===== src/rtl/dps_pkg.sv =====
package dps_pkg;
  typedef enum logic {
    SRC_HR = 1'b0,
    SRC_LR = 1'b1
  } src_e;

  typedef enum logic [1:0] {
    EV_NONE  = 2'b00,
    EV_RISE  = 2'b01,
    EV_FALL  = 2'b10,
    EV_CLASH = 2'b11
  } ev_e;

  function automatic ev_e classify(input logic rise, input logic fall);
    return ev_e'({fall, rise});
  endfunction
endpackage


===== src/rtl/dps_edge_decoder.sv =====
module dps_edge_decoder
  import dps_pkg::*;
(
  input  logic clk_i,
  input  logic rst_ni,
  input  logic rise_i,
  input  logic fall_i,
  output logic evt_o,
  output logic level_o,
  output logic err_o
);
  ev_e  ev;
  logic level_q, err_q;

  assign ev    = classify(rise_i, fall_i);
  assign evt_o = (ev != EV_NONE);

  always_ff @(posedge clk_i or negedge rst_ni) begin
    if (!rst_ni) begin
      level_q <= 1'b0;
      err_q   <= 1'b0;
    end else begin
      err_q <= (ev == EV_CLASH);
      case (ev)
        EV_RISE: level_q <= 1'b1;
        EV_FALL: level_q <= 1'b0;
        default: level_q <= level_q; // clash or idle: hold
      endcase
    end
  end

  assign level_o = level_q;
  assign err_o   = err_q;

  a_r2_rise_sets: assert property (@(posedge clk_i) disable iff (!rst_ni)
    (rise_i && !fall_i) |=> level_o);
  a_r3_fall_clears: assert property (@(posedge clk_i) disable iff (!rst_ni)
    (fall_i && !rise_i) |=> !level_o);
  a_r4_clash_holds: assert property (@(posedge clk_i) disable iff (!rst_ni)
    (rise_i && fall_i) |=> ($stable(level_o) && err_o));
  a_r5_no_spurious_err: assert property (@(posedge clk_i) disable iff (!rst_ni)
    !(rise_i && fall_i) |=> !err_o);
endmodule


===== src/rtl/dps_gap_timer.sv =====
module dps_gap_timer
  import dps_pkg::*;
#(
  parameter int unsigned LIMIT_CYC = 2000,
  localparam int unsigned CNT_W    = $clog2(LIMIT_CYC + 1)
) (
  input  logic clk_i,
  input  logic rst_ni,
  input  logic evt_i,
  output src_e src_o
);
  localparam logic [CNT_W-1:0] LIMIT = CNT_W'(LIMIT_CYC);

  logic [CNT_W-1:0] cnt_q;
  src_e             src_q;

  always_ff @(posedge clk_i or negedge rst_ni) begin
    if (!rst_ni) begin
      cnt_q <= '0;
      src_q <= SRC_LR;
    end else if (evt_i) begin
      cnt_q <= '0;
      src_q <= SRC_HR;
    end else if (cnt_q == LIMIT) begin
      // gap has exceeded the limit: saturate and hand over
      src_q <= SRC_LR;
    end else begin
      cnt_q <= cnt_q + 1'b1;
    end
  end

  assign src_o = src_q;

  a_r8_event_returns_hr: assert property (@(posedge clk_i) disable iff (!rst_ni)
    evt_i |=> (src_o == SRC_HR));
  a_r6_switch_at_limit: assert property (@(posedge clk_i) disable iff (!rst_ni)
    (src_o == SRC_HR) ##1 (src_o == SRC_LR) |-> ($past(cnt_q) == LIMIT && !$past(evt_i)));
  a_r6_no_overflow: assert property (@(posedge clk_i) disable iff (!rst_ni)
    cnt_q <= LIMIT);
endmodule


===== src/rtl/dps_out_mux.sv =====
module dps_out_mux
  import dps_pkg::*;
(
  input  src_e src_i,
  input  logic hr_level_i,
  input  logic lr_level_i,
  output logic data_o
);
  always_comb begin
    unique case (src_i)
      SRC_LR:  data_o = lr_level_i;
      default: data_o = hr_level_i;
    endcase
  end
endmodule


===== src/rtl/dual_path_selector.sv =====
module dual_path_selector
  import dps_pkg::*;
#(
  parameter int unsigned LIMIT_CYC = 2000
) (
  input  logic clk_i,
  input  logic rst_ni,
  input  logic rise_i,
  input  logic fall_i,
  input  logic lr_level_i,
  output logic data_o,
  output logic sel_lr_o,
  output logic proto_err_o
);
  logic evt, hr_level;
  src_e src;

  dps_edge_decoder u_dec (
    .clk_i   (clk_i),
    .rst_ni  (rst_ni),
    .rise_i  (rise_i),
    .fall_i  (fall_i),
    .evt_o   (evt),
    .level_o (hr_level),
    .err_o   (proto_err_o)
  );

  dps_gap_timer #(.LIMIT_CYC(LIMIT_CYC)) u_tmr (
    .clk_i  (clk_i),
    .rst_ni (rst_ni),
    .evt_i  (evt),
    .src_o  (src)
  );

  dps_out_mux u_mux (
    .src_i      (src),
    .hr_level_i (hr_level),
    .lr_level_i (lr_level_i),
    .data_o     (data_o)
  );

  assign sel_lr_o = (src == SRC_LR);

  a_r2_rise_to_output: assert property (@(posedge clk_i) disable iff (!rst_ni)
    (rise_i && !fall_i) |=> (data_o && !sel_lr_o));
  a_r3_fall_to_output: assert property (@(posedge clk_i) disable iff (!rst_ni)
    (fall_i && !rise_i) |=> (!data_o && !sel_lr_o));
  a_r4_err_one_cycle: assert property (@(posedge clk_i) disable iff (!rst_ni)
    proto_err_o |=> (!proto_err_o || $past(rise_i && fall_i)));
endmodule


===== config.mk =====
export PLATFORM = sky130hd
export DESIGN_NAME = dual_path_selector
export DESIGN_NICKNAME = d
export VERILOG_FILES = /design/src/rtl/dps_pkg.sv /design/src/rtl/dps_edge_decoder.sv /design/src/rtl/dps_gap_timer.sv /design/src/rtl/dps_out_mux.sv /design/src/rtl/dual_path_selector.sv
export SDC_FILE = /design/constraint.sdc
export NUM_CORES = 1
export LEC_CHECK = 0
export BUFFER_PORTS_ARGS = -buffer_cell sky130_fd_sc_hd__buf_2
export CORE_UTILIZATION = 46
export CTS_CLUSTER_SIZE = 10
export DETAILED_ROUTE_END_ITERATION = 8
export GPL_TIMING_DRIVEN = 0
export PLACE_DENSITY = 0.68
export SKIP_LAST_GASP = 1
export SLEW_MARGIN = 20
export SYNTH_ARGS = -nofsm -noshare
export SYNTH_HDL_FRONTEND = slang
export SYNTH_SLANG_ARGS = --single-unit

===== constraint.sdc =====
create_clock -name clk_i -period 1.7 [get_ports clk_i]
set_clock_uncertainty 0.1 [all_clocks]
set_input_delay 0.085 -clock clk_i [delete_from_list [all_inputs] [get_ports clk_i]]
set_output_delay 0.085 -clock clk_i [all_outputs]
set_load 0.01 [all_outputs]

==> impl_metrics.toml <==
[clock_tree]
tritoncts = "built"
clockBufferDepth = 2
cts_root_buf = "clkbuf_4"
numCtsBuffers = 3
h-tree-depth = 1
clkSinkCount = 14
insertion_delay_ns = 0.29
clkTransAtPathRegs_ns = 0.08

[yosys]
netlist.area_leader.share = 0.448
synthTopCellsByArea = "dfrtp_1 45%, ha_1 8.6%, a21oi_1 4.1%, mux2i_1 4.1%, nand2_1 4.1%"
synth.distinct_cells = 21
synthCells = 72
synth.avg_cell_area_sq_um = 10.1
syn_area_sq_um = 727
synth_fp_nets = 82
synth.most_common_cell = "dfrtp_1"
yosys.area_share.simple = 0.201
synth.area.mux_share = 0.0413
async_reset_ff_frac = 1.00
synth_flop_cell = "dfrtp_1"
ys_ff_latch = 14
synth_compound_area_frac = 0.122
yosys_warnings = 0
synth_edf_count = 0
yosys.area.top_type = "dfrtp_1"
ys_seq_area_frac = 0.484
synth_xor_area_frac = 0.0241
synthAdderAreaFrac = 0.0861
synth_top_family_by_area = "simple AND/OR/NAND/NOR gates"
synth_commonest_cells = "13 x dfrtp_1, 8 x nand2_1, 7 x inv_1, 6 x a21oi_1, 5 x ha_1"

[worst_setup_path]
crit_path_max_fanout = 5
end_kind = "register"
cp.required_ns = 1.80
r2r_start = "u_tmr.cnt_q[0]$_DFFE_PN0P_"
crit_start = "u_tmr.cnt_q[0]$_DFFE_PN0P_"
cp_data_arrival_time_ns = 1.72
start_kind = "register"
critPathKind = "register to register"

[placement]
placedCellCount = 94
dp_slack_ns = 0.0844
placed_cell_area_sq_um = 781
gp_congestion = 0.710
port_buffers = 7
place_hpwl_um = 954

[sta]
setup_slack_ns = 0.0805
maxSlewViolCount = 0
hold_viol_final = 0
fin_crit_sh = 0.953
worst-slew-pin-transition_ns = 0.532
max_clock_freq_mhz = 617
setup_viol = 0
fin_setup_tns_ns = 0
slew_headroom = 0.642
period_needed_ns = 1.62
rsz0062_at_grt = "no"

[final_layout]
final_area_sq_um = 860
diodes = 0
drive_above_1_share = 0.207
syn2layout_area_growth_pct = 18.2
final_nets = 98
instances_no_fill = 102

[global_routing]
grt_pass1_wl_um = 2320
groute.usage.overall = 0.177
antenna_found_initial = 0
grt-busiest-layer = "met2"
grt_pass1_vias = 544
grt-ovfl-total = 0
met3_usage = 0.0783
use_met2 = 0.281
met1_usage = 0.220
grt_start_max_net_pins = 15

[detailed_routing]
ant_nets = 0
first_pass_iters = 4
wl_um = 1330
routed_via_density = 5.49
drt-initial-drc-count = 7
vias = 560
drc = 0
wire_per_inst_um = 13.1

[min_path]
min_path_type = "primary input to register"
hp-start = "fall_i"

[floorplanning]
die_h_um = 41.8
initial_core_util = 0.526
std_cell_rows = 13
die-width_um = 41.8
num_io_pins = 8
die-area_sq_mm = 0.00174
coreArea_sq_mm = 0.00138

[power_and_ir_drop]
p_leak_nw = 0.366
total_power_w = 0.000633
power_density_mw_per_mm2 = 736
irDropWorstVdd_v = 0.000601

[job]
drv_cap = 0

[run_status]
status = "finished clean"
layout make-up:
| type | instances | area (sq um) |
|---|---|---|
| well taps | 15 | 18.8 |
| fillers | 111 | 523 |
| repair buffers | 11 | 72.6 |
| inverters | 8 | 30.0 |
| clock buffers | 4 | 36.3 |
| flip-flops and latches | 14 | 352 |
| multi-input cells | 50 | 350 |
report_power, final:
part           switching [W]  leakage (nW)  internal [W]
sequential        0.00000395         0.186      0.000339
clock               0.000110        0.0210      0.000130
combinational      0.0000276         0.159     0.0000219
path summary, 6_finish.rpt:
kind / slack (ns) / cells after the start / to
min reg2reg: 0.42 / 2 / u_dec.level_o$_DFFE_PN0P_
max reg2reg: 0.08 / 5 / u_tmr.cnt_q[1]$_DFFE_PN0P_
min: 0.04 / 3 / u_dec.level_o$_DFFE_PN0P_
min in group asynchronous: 0.11 / 2 / u_tmr.cnt_q[7]$_DFFE_PN0P_
max in group asynchronous: 1.09 / 2 / u_tmr.src_o$_DFFE_PN1P_
max: 0.08 / 5 / u_tmr.cnt_q[1]$_DFFE_PN0P_
routing by layer:
metal	part of all wire	wire, um
met3	0.039	52
met1	0.49	658
met4	0.0082	11
met5	0	0
met2	0.46	612
stage by stage:
step | hold WS [ns] | utilization
2_1_floorplan | -0.311 | -
3_5_place_dp | -0.102 | 0.565
3_3_place_gp | -0.103 | 0.565
5_1_grt | 0.0559 | 0.622
6_report | 0.0379 | 0.622
4_1_cts | 0.0339 | 0.613
sequential cells by signal, summed over array words and instances, names as in the netlist:
signal         cells
u_dec.level_o      1
u_tmr.cnt_q       11
u_tmr.src_o        1
u_dec.err_o        1
what timing repair did:
action / in CTS / in global routing
setup endpoints to repair: 0 / 3
hold buffers: 3 / 0
endpoints found under the hold margin: 15 / 0
resized for setup: 0 / 2
buffers inserted: 0 / 1
layout by cell type (no fill, tap or decap), drive strengths merged, types with 2 or more instances in the layout:
master / n
inv: 8
nor2: 2
a21oi: 6
mux2i: 3
or3: 3
o21ai: 3
dfrtp: 13
nand3: 4
or4: 4
xor2: 2
nand2: 8
ha: 5
buf: 8
clkbuf: 4
o31ai: 4
dlygate4sd3: 3
nand4: 2
cells by family after synthesis:
logic type               Yosys count
AND/OR/NAND/NOR                   25
multiplexers                       3
flip-flops                        14
buffers and inverters              8
XOR/XNOR                           2
AO/OA/AOI/OAI                     15
adder cells (fa/ha/maj)            5
worst max-delay path, stage by stage, from the launching register on:
cell and delay, ns:
dfrtp_1 0.43, inv_1 0.10, ha_1 0.14, nand4b_1 0.10
nor4_2 0.41, mux2i_1 0.27
(Power assumes the default switching activity.)
